`config.mk`:
```
export PLATFORM = sky130hd
export DESIGN_NAME = rxg_aligner
export DESIGN_NICKNAME = d
export VERILOG_FILES = /design/src/rtl/rxg_pkg.sv /design/src/rtl/rxg_rst_sync.sv /design/src/rtl/rxg_gate_fsm.sv /design/src/rtl/rxg_sample_path.sv /design/src/rtl/rxg_err_track.sv /design/src/rtl/rxg_aligner.sv
export SDC_FILE = /design/constraint.sdc
export NUM_CORES = 1
export LEC_CHECK = 0
export BUFFER_PORTS_ARGS = -buffer_cell sky130_fd_sc_hd__buf_2
export CAP_MARGIN = 20
export CORE_MARGIN = 3
export CORE_UTILIZATION = 45
export DETAILED_ROUTE_END_ITERATION = 8
export HOLD_SLACK_MARGIN = 0.1
export PLACE_DENSITY_LB_ADDON = 0.3
export SYNTH_ARGS = -nofsm -noshare
export SYNTH_HDL_FRONTEND = slang
export SYNTH_SLANG_ARGS = --single-unit
```
`constraint.sdc`:
```
create_clock -name clk -period 1.75 [get_ports clk]
set_input_delay 0.2625 -clock clk [delete_from_list [all_inputs] [get_ports clk]]
set_output_delay 0.2625 -clock clk [all_outputs]
set_load 0.05 [all_outputs]
```
`src/rtl/rxg_pkg.sv`:
```
package rxg_pkg;
  typedef enum logic {
    GATE_SHUT = 1'b0,
    GATE_FWD  = 1'b1
  } gate_state_t;
endpackage

```
`src/rtl/rxg_rst_sync.sv`:
```
module rxg_rst_sync #(
  parameter int STAGES = 2
) (
  input  logic clk,
  input  logic rst_n,
  output logic rst_n_s
);
  logic [STAGES-1:0] chain_q;

  always_ff @(posedge clk or negedge rst_n) begin
    if (!rst_n) chain_q <= '0;
    else        chain_q <= {chain_q[STAGES-2:0], 1'b1};
  end

  assign rst_n_s = chain_q[STAGES-1];
endmodule

```
`src/rtl/rxg_gate_fsm.sv`:
```
module rxg_gate_fsm
  import rxg_pkg::*;
(
  input  logic clk,
  input  logic rst_n,
  input  logic tx_take,
  input  logic session_end,
  output logic is_open
);
  gate_state_t state_q, state_d;

  always_comb begin
    state_d = state_q;
    unique case (state_q)
      GATE_SHUT: if (tx_take)     state_d = GATE_FWD;
      GATE_FWD:  if (session_end) state_d = GATE_SHUT;
      default:                    state_d = GATE_SHUT;
    endcase
    if (session_end) state_d = GATE_SHUT;
  end

  always_ff @(posedge clk or negedge rst_n) begin
    if (!rst_n) state_q <= GATE_SHUT;
    else        state_q <= state_d;
  end

  assign is_open = (state_q == GATE_FWD);
endmodule

```
`src/rtl/rxg_sample_path.sv`:
```
module rxg_sample_path #(
  parameter int W = 16
) (
  input  logic         clk,
  input  logic         rst_n,
  input  logic         load,
  input  logic [W-1:0] din,
  output logic         vld,
  output logic [W-1:0] dout
);
  logic [W-1:0] data_q, data_d;
  logic         vld_q;

  always_comb begin
    data_d = data_q;
    if (load) data_d = din;
  end

  always_ff @(posedge clk or negedge rst_n) begin
    if (!rst_n) begin
      data_q <= '0;
      vld_q  <= 1'b0;
    end else begin
      data_q <= data_d;
      vld_q  <= load;
    end
  end

  assign vld  = vld_q;
  assign dout = data_q;
endmodule

```
`src/rtl/rxg_err_track.sv`:
```
module rxg_err_track (
  input  logic clk,
  input  logic rst_n,
  input  logic is_open,
  input  logic smp_en,
  input  logic tx_valid,
  input  logic session_end,
  input  logic up_valid,
  input  logic up_ready,
  output logic err
);
  logic err_q, err_d;
  logic underrun, overflow;

  always_comb begin
    underrun = is_open & smp_en & ~tx_valid;
    overflow = up_valid & ~up_ready;
    err_d    = err_q | underrun | overflow;
    if (session_end) err_d = 1'b0;
  end

  always_ff @(posedge clk or negedge rst_n) begin
    if (!rst_n) err_q <= 1'b0;
    else        err_q <= err_d;
  end

  assign err = err_q;
endmodule

```
`src/rtl/rxg_aligner.sv`:
```
module rxg_aligner #(
  parameter int W          = 16,
  parameter int SYNC_STAGE = 2
) (
  input  logic         clk,
  input  logic         rst_n,
  input  logic         smp_en,
  input  logic         session_end,
  input  logic [W-1:0] adc_data,
  input  logic         tx_valid,
  input  logic [W-1:0] tx_data,
  output logic         tx_ready,
  output logic         dac_valid,
  output logic [W-1:0] dac_data,
  output logic         up_valid,
  output logic [W-1:0] up_data,
  input  logic         up_ready,
  output logic         gate_open,
  output logic         err
);
  logic rst_n_s;
  logic strobe_live;
  logic tx_take;
  logic fwd_take;
  logic is_open;

  rxg_rst_sync #(.STAGES(SYNC_STAGE)) u_rst (
    .clk     (clk),
    .rst_n   (rst_n),
    .rst_n_s (rst_n_s)
  );

  assign strobe_live = smp_en & ~session_end;
  assign tx_take     = strobe_live & tx_valid;
  assign fwd_take    = strobe_live & (is_open | tx_valid);

  rxg_gate_fsm u_fsm (
    .clk         (clk),
    .rst_n       (rst_n_s),
    .tx_take     (tx_take),
    .session_end (session_end),
    .is_open     (is_open)
  );

  rxg_sample_path #(.W(W)) u_up (
    .clk   (clk),
    .rst_n (rst_n_s),
    .load  (fwd_take),
    .din   (adc_data),
    .vld   (up_valid),
    .dout  (up_data)
  );

  rxg_sample_path #(.W(W)) u_dac (
    .clk   (clk),
    .rst_n (rst_n_s),
    .load  (tx_take),
    .din   (tx_data),
    .vld   (dac_valid),
    .dout  (dac_data)
  );

  rxg_err_track u_err (
    .clk         (clk),
    .rst_n       (rst_n_s),
    .is_open     (is_open),
    .smp_en      (smp_en),
    .tx_valid    (tx_valid),
    .session_end (session_end),
    .up_valid    (up_valid),
    .up_ready    (up_ready),
    .err         (err)
  );

  assign tx_ready  = strobe_live;
  assign gate_open = is_open;
endmodule

```
==> results of run 1 <==
[how the worst max path moves through the flow]
| stage | endpoint | slack [ns] | cells after the start |
|---|---|---|---|
| global placement | u_up.dout[7] | 0.40 | 5 |
| detailed placement | u_up.dout[3] | 0.37 | 5 |
| CTS | gate_open | 0.45 | 1 |
| finish | gate_open | 0.48 | 1 |
| global route | gate_open | 0.40 | 1 |
| floorplan | u_up.dout[0] | 0.25 | 4 |
[cell usage in the layout (no fill, tap or decap)]
master / count
buf_2: 74
dfrtp_1: 38
mux2_2: 23
mux2_4: 9
clkbuf_4: 5
inv_1: 3
clkbuf_8: 3
a21oi_1: 2
nand3b_1: 1
nor2b_4: 1
nand2_4: 1
o21ai_0: 1
o21a_1: 1
dlygate4sd3_1: 1
buf_12: 1
buf_4: 1
conb_1: 1
[flip-flops by register name (all words and copies together) (netlist names)]
| name | flops |
|---|---|
| u_dac.dout | 16 |
| u_up.dout | 16 |
| u_rst.chain_q | 2 |
| u_dac.vld | 1 |
| u_err.err | 1 |
| u_fsm.is_open | 1 |
| u_up.vld | 1 |
[power by group through the flow]
stage	clock (uW)	combinational, uW	sequential [uW]
2_1_floorplan	0	194	1670
3_3_place_gp	0	974	1110
3_5_place_dp	0	989	1120
4_1_cts	555	992	1110
5_1_grt	593	1030	1130
6_report	533	981	1100
[layer usage]
layer	GRT usage	wire, um
met5	0	0
met4	0.0496	36
met3	0.0629	217
met2	0.262	1370
met1	0.180	1070
[logic make-up (layout without fill, tap and decap cells)]
kind of cell | count (synthesis) | count (layout) | synth area share
flops | 38 | 38 | 0.652
mux | 32 | 32 | 0.270
buf+inv | 6 | 88 | 0.0369
compound gates | 4 | 4 | 0.0154
simple gates | 3 | 3 | 0.0223
other cells | 1 | 1 | 0.00257
[metrics by stage]
step                setup WS (ns)  instances   util  area, um2
finish                      0.479        210  0.636       1960
floorplan                   0.254         84      -       1460
detailed placement          0.367        201  0.607       1870
global placement            0.401        201  0.607       1870
CTS                         0.453        210  0.636       1960
global route                0.397        210  0.636       1960
[final cells by class]
| cell class | instances | share of cell area |
|---|---|---|
| clock buffer | 8 | 0.0403 |
| sequential | 38 | 0.486 |
| multi-input combinational | 40 | 0.231 |
| inverter | 3 | 0.00575 |
| tap | 44 | 0.0281 |
| timing repair buffer | 77 | 0.208 |
==> results.toml, run 1 <==
[clock_tree]
clkSlewWorstSetupHoldPaths_ns = 0.10
clock-sinks = 38
clockBufferDepth = 2
cts_made_buffers = 5
htreeDepth = 2
cts_tree = "yes"
cts-root-buf = "clkbuf_4"
clock_latency_ns = 0.33
cts_resized = 0
postCtsSetupBuffers = 0
cts_hold_buf = 1

[power]
p_leak_uw = 0.00102
p_int_uw = 1590
power_frac_seq = 0.422
swShare = 0.394
p_sw_uw = 1030
irDropWorstVdd_mv = 0.747
power_density_mw_per_mm2 = 1340
power_uw = 2620
power.share.clock = 0.204
p_comb_frac = 0.375

[finish]
multi_input_comb_area_um2 = 453
nFillCells = 257
syn2layout_area_growth_pct = 34.2
regArea_um2 = 951
drive_above_1_share = 0.711
fin_nets = 203
insertedDiodeCount = 0

[floorplanning]
dieArea_mm2 = 0.00396
ios = 75
coreArea_mm2 = 0.00308
initial_utilization = 0.474
die_h_um = 62.9
die_w_um = 62.9
rows = 20

[detailed_routing]
ant_nets = 0
drt-wirelength-per-cell_um = 12.8
drcViolationCount = 0
drt-total-wl_um = 2690
routed_via_density = 4.50
dr.first_iter.drc_count = 29
dr.pass1.iters = 3
via_count = 944

[global_routing]
first_global_vias = 1054
grt_max_degree = 37
grt_usage = 0.156
antenna_found_initial = 0
grt_first_pass_wirelength_um = 4820
globalRoute.totalOverflow = 0

[worst_setup_path]
crit_slowest_cell = "dfrtp_1"
rr_endpoint = "u_up.dout[11]"
crit_path_max_fanout = 4
cpLargestDelayFamily = "flip-flops"
slowest_delay_ns = 0.40
rr_worst_depth = 3
required_ns = 1.49
end_kind = "primary output"
crit_start = "u_fsm.is_open"
startpoint_type = "flop"
reg2reg_from = "u_fsm.is_open"
crit_buf_inv = 1
cp.arrival_ns = 1.01
crit_type = "flop to primary output"
r2r_slack_ns = 0.55
cp_cell_sequence = "buf_2"

[synth]
synth.avg_cell_area_um2 = 17.4
synth_most_common_cell = "dfrtp_1"
yosys_register_bits = 38
synth_enable_flop_cells = 0
synth_nets = 122
synthDistinctLibCells = 13
async_reset_ff_frac = 1.00
postSynthCellCount = 84
ys.flop_type = "dfrtp_1"
ys_warn_count = 0
synth_top_area_share = 0.652
yosys-top-cells-count = "38 x dfrtp_1, 23 x mux2_2, 9 x mux2_4, 3 x inv_1"
yosysTopAreaCell = "dfrtp_1"
synth_area_leaders = "dfrtp_1 65%, mux2_2 18%, mux2_4 9.3%"
synth.cell_area_mm2 = 0.00146
yosysSeqAreaShare = 0.652

[sta]
setup_viol = 0
rsz0062_at_grt = "no"
min_period_over_period = 0.726
slew_viol_final = 0
finalHoldViolCount = 0
fmax_ghz = 0.787
holdWs_ns = 0.143
fin_setup_tns_ns = 0
skew_ns = 0.00667
fin_crit_ns = 1.27

[hold_path]
holdPathStages = 2
hp-class = "input pin to flop"
hold_end = "u_err.err"
min_from = "session_end"

[place]
hpwl_um = 2060
portBuffers = 74
place.gp.congestion = 0.755

[status]
status = "completed"

[flow_run]
max_cap_violations = 0
Note: power is estimated with default switching activity, not from simulation.
==> run 2: changes to the inputs <==
ABC_AREA = 1   (was default)
clock period = 1.3 ns   (was 1.75 ns; I/O delays follow)
==> run 2 against run 1 <==
- cell count up 51%
- combinational power increased by 25%
- total power rose by 26%
- count of clock-buffer cells in the layout shrank 1
- first-iteration DRC count grew to 3.6 times the previous value
- worst setup slack worse by 0.37 ns
- largest power group unchanged
- sequential share of layout area shrank 7.5 points
- worst hold slack worse by 0.011 ns
==> results.toml, run 2 <==
[sta]
min_period_over_period = 0.914
fin_crit_ns = 1.19
finalHoldViolCount = 0
worst_slack_ns = 0.112
fin_setup_tns_ns = 0
rsz0062_at_grt = "no"
slew_viol_final = 0
fmax_ghz = 0.841
setup_viol = 0
skew_ns = 0.00358

[finish]
final_common_cell = "buf_2"
mostFrequentLayoutCells = "74 x buf_2, 68 x nand2_1, 37 x dfrtp_1, 33 x nand3_1, 33 x dlygate4sd3_1"
insertedDiodeCount = 0
nFillCells = 255
drive_above_1_share = 0.337
syn2layout_area_growth_pct = 51.6
fin_nets = 310

[worst_setup_path]
cp_cell_sequence = "buf_2"
slowest_delay_ns = 0.38
r2r_slack_ns = 0.24
crit_slowest_cell = "dfrtp_1"
startpoint_type = "flop"
required_ns = 1.11
end_kind = "primary output"
cp.arrival_ns = 0.99
cpLargestDelayFamily = "flip-flops"
crit_path_max_fanout = 2
crit_type = "flop to primary output"
crit_buf_inv = 1

[global_routing]
grt_max_degree = 37
grt_first_pass_wirelength_um = 7040
antenna_found_initial = 0
globalRoute.totalOverflow = 0
grt_usage = 0.226
first_global_vias = 1540

[power]
p_int_uw = 1930
irDropWorstVdd_mv = 0.733
power.share.clock = 0.190
p_sw_uw = 1370
p_leak_uw = 0.00135
p_comb_frac = 0.372
power_density_mw_per_mm2 = 1430
swShare = 0.416
power_frac_seq = 0.439

[floorplanning]
ios = 75
coreArea_mm2 = 0.00315
die_w_um = 64.3
die_h_um = 64.3
rows = 20
initial_utilization = 0.485
dieArea_mm2 = 0.00413

[clock_tree]
clockBufferDepth = 2
cts-root-buf = "clkbuf_4"
postCtsSetupBuffers = 0
cts_resized = 0
clock_latency_ns = 0.33
clock-sinks = 38
cts_tree = "yes"
cts_made_buffers = 5
clkSlewWorstSetupHoldPaths_ns = 0.11
htreeDepth = 2

[synth]
ys.flop_type = "dfrtp_1"
synthDistinctLibCells = 12
synth.cell_area_mm2 = 0.00153
synth_top_area_share = 0.622
ys_warn_count = 0
async_reset_ff_frac = 1.00
yosysTopAreaCell = "dfrtp_1"
synth_nets = 199
yosysSeqAreaShare = 0.622
synth_area_leaders = "dfrtp_1 62%, nand2_1 17%, nand3_1 11%"
synth.avg_cell_area_um2 = 9.50
yosys_register_bits = 38
postSynthCellCount = 161
synth_most_common_cell = "nand2_1"
synth_enable_flop_cells = 0
yosys-top-cells-count = "68 x nand2_1, 38 x dfrtp_1, 33 x nand3_1, 7 x inv_1, 5 x buf_4"

[status]
status = "completed"

[detailed_routing]
drt-wirelength-per-cell_um = 13.1
dr.pass1.iters = 4
drcViolationCount = 0
ant_nets = 0
via_count = 1472
drt-total-wl_um = 4160
dr.first_iter.drc_count = 104
routed_via_density = 4.64

[place]
place.gp.congestion = 0.798
hpwl_um = 2490
portBuffers = 74
dp_slack_ns = 0.244

[flow_run]
max_cap_violations = 0

[hold_path]
hp-class = "input pin to flop"
-- run 2: changes by cell type in the layout (fill, tap and decap cells not counted), moves of 4 or more --
cell	change
mux2_2	-23
dlygate4sd3_1	+32
buf_4	+4
inv_1	+4
mux2_4	-9
nand2_1	+68
nand3_1	+33
-- run 2: layout make-up --
| class | instances | area, um2 | share of cell area |
|---|---|---|---|
| flip-flops and latches | 38 | 952 | 0.411 |
| repair buffers | 112 | 738 | 0.318 |
| multi-input cells | 107 | 483 | 0.208 |
| clock buffers | 7 | 55.1 | 0.0237 |
| well taps | 44 | 55.1 | 0.0237 |
| inverters | 8 | 30.0 | 0.0130 |
| clock inverters | 1 | 5.00 | 0.00216 |
-- run 2: layer usage --
metal  track usage  vias up  wire [um]
li1              -      724          -
met5             0        -          0
met3        0.0510       12        229
met1         0.238      673       1550
met2         0.407       63       2260
met4         0.129        0        121
-- run 2: final timing paths --
kind / from / endpoint / cells after the start
setup / recovery: u_up.dout[10] / up_data[10] / 1
hold / removal: session_end / u_fsm.is_open / 2
setup reg to reg: u_fsm.is_open / u_up.dout[10] / 5
hold reg to reg: u_rst.chain_q[1] / u_dac.dout[10] / 1
max in group asynchronous: u_rst.chain_q[1] / u_fsm.is_open / 1
min in group asynchronous: rst_n / u_rst.chain_q[0] / 2
-- run 2: what timing repair did --
item                       in CTS  in global routing
setup endpoints to repair       0                  0
hold buffers                   33                  0
hold endpoints to repair       34                  0
-- run 2: cell families after synthesis --
group | count (synthesis) | share of synthesized area
AND/OR/NAND/NOR | 105 | 0.310
AO/OA/AOI/OAI | 1 | 0.00327
flip-flops | 38 | 0.622
other | 1 | 0.00245
buffers and inverters | 16 | 0.0622
-- run 2: power by group through the flow --
stage	sequential (uW)	clock (uW)	combinational [uW]
finish	1450	627	1230
global route	1470	713	1310
CTS	1450	645	1230
detailed placement	1470	0	1150
global placement	1470	0	1140
floorplan	2110	0	214
-- run 2: through the flow --
stage          utilization  std cells  total power (uW)  cell area [um2]  hold WS [ns]
2_1_floorplan            -        161              2320             1530        -0.101
3_3_place_gp         0.612        276              2600             1930       -0.0179
3_5_place_dp         0.612        276              2620             1930       -0.0181
4_1_cts              0.735        317              3320             2320         0.123
5_1_grt              0.735        317              3490             2320         0.132
6_report             0.735        317              3310             2320         0.132
==> run 3: changes to the inputs <==
CTS_BUF_LIST = sky130_fd_sc_hd__clkbuf_16   (was default)
==> run 3 against run 2 <==
- via count down 10%
- cell count down 10%
- utilization down 7.7 points
- sequential share of layout area up 4.8 points
- clock power up 75%
- routed wire length down 18%
- highest routed layer unchanged
==> results.toml, run 3 (same netlist as run 2, synthesis figures left out) <==
[detailed_routing]
drt-wirelength-per-cell_um = 11.9
via_count = 1323
drt-total-wl_um = 3400
dr.first_iter.drc_count = 54
drcViolationCount = 0
routed_via_density = 4.64
ant_nets = 0
dr.pass1.iters = 4

[sta]
rsz0062_at_grt = "no"
worst_slack_ns = 0.195
setup_viol = 0
fin_setup_tns_ns = 0
finalHoldViolCount = 0
fmax_ghz = 0.905
skew_ns = 0.00293
slew_viol_final = 0
holdWs_ns = 0.150
fin_crit_ns = 1.10
min_period_over_period = 0.850

[floorplanning]
ios = 75
rows = 20
die_w_um = 64.3
coreArea_mm2 = 0.00315
initial_utilization = 0.485
dieArea_mm2 = 0.00413
die_h_um = 64.3

[global_routing]
antenna_found_initial = 0
first_global_vias = 1363
grt_usage = 0.187
grt_first_pass_wirelength_um = 5890
grt_max_degree = 37
globalRoute.totalOverflow = 0

[power]
power_density_mw_per_mm2 = 1780
irDropWorstVdd_mv = 0.896
p_leak_uw = 0.00125

[finish]
syn2layout_area_growth_pct = 35.8
final_area_mm2 = 0.00208
mostFrequentLayoutCells = "74 x buf_2, 68 x nand2_1, 37 x dfrtp_1, 33 x nand3_1, 8 x inv_1"
final_core_util = 0.658
nFillCells = 288
fin_nets = 278
drive_above_1_share = 0.378
multi_input_comb_area_um2 = 483
insertedDiodeCount = 0
regArea_um2 = 952
final_common_cell = "buf_2"

[status]
status = "completed"

[worst_setup_path]
cp_cell_sequence = "buf_2"
end_kind = "primary output"
crit_slowest_cell = "dfrtp_1"
slowest_delay_ns = 0.37
cp.arrival_ns = 0.91
crit_path_max_fanout = 2
cpLargestDelayFamily = "flip-flops"
required_ns = 1.11
r2r_slack_ns = 0.25
crit_buf_inv = 1
startpoint_type = "flop"
crit_type = "flop to primary output"

[flow_run]
max_cap_violations = 0

[place]
post_dp_cell_area_mm2 = 0.00193
hpwl_um = 2490
dp_slack_ns = 0.244
portBuffers = 74
place.gp.congestion = 0.798

[clock_tree]
cts_made_buffers = 5
cts_tree = "yes"
cts-root-buf = "clkbuf_16"
clock_latency_ns = 0.27
cts_resized = 0
clockBufferDepth = 2
htreeDepth = 2
cts_hold_buf = 1
clock-sinks = 38
clkSlewWorstSetupHoldPaths_ns = 0.05
postCtsSetupBuffers = 0

[hold_path]
hp-class = "input pin to flop"
## run 3: metrics by stage
| step | total power, uW | cells |
|---|---|---|
| after global routing | 3900 | 285 |
| final | 3690 | 285 |
| after CTS | 3740 | 285 |
| after floorplan | 2320 | 161 |
| after global placement | 2600 | 276 |
| after detailed placement | 2620 | 276 |
## run 3: cell type report
class	count	share of cell area
Clock buffer	5	0.0603
Clock inverter	3	0.00603
Inverter	8	0.0145
Multi-Input combinational cell	107	0.233
Sequential cell	38	0.459
Tap cell	44	0.0265
Timing Repair Buffer	80	0.201
## run 3: final timing paths
| check | startpoint | end | cells past startpoint |
|---|---|---|---|
| worst max register to register | u_fsm.is_open | u_up.dout[14] | 5 |
| min in group asynchronous | rst_n | u_rst.chain_q[1] | 2 |
| worst max-delay path | u_dac.dout[8] | dac_data[8] | 1 |
| worst min register to register | u_rst.chain_q[1] | u_dac.dout[10] | 1 |
| worst min-delay path | tx_data[14] | u_dac.dout[14] | 3 |
| max in group asynchronous | u_rst.chain_q[1] | u_fsm.is_open | 1 |
## run 3: where the power goes
part / total (uW) / leakage [uW] / internal [uW] / switching, uW
sequential: 1450 / 0.000474 / 1360 / 88.8
clock: 1100 / 0.0000724 / 691 / 408
combinational: 1140 / 0.000708 / 250 / 892
total: 3690 / 0.00125 / 2300 / 1390
## run 3: tightest hold or removal path: stages
cell,delay [ns]
buf_2,0.07
nand3_1,0.06
nand2_1,0.06
## run 3: routing by layer
metal | vias to the layer above | track usage | share of wire
met4 | 0 | 0.0792 | 0.019
met1 | 613 | 0.196 | 0.40
met5 | - | 0 | 0
li1 | 657 | - | -
met3 | 7 | 0.0650 | 0.069
met2 | 46 | 0.335 | 0.51
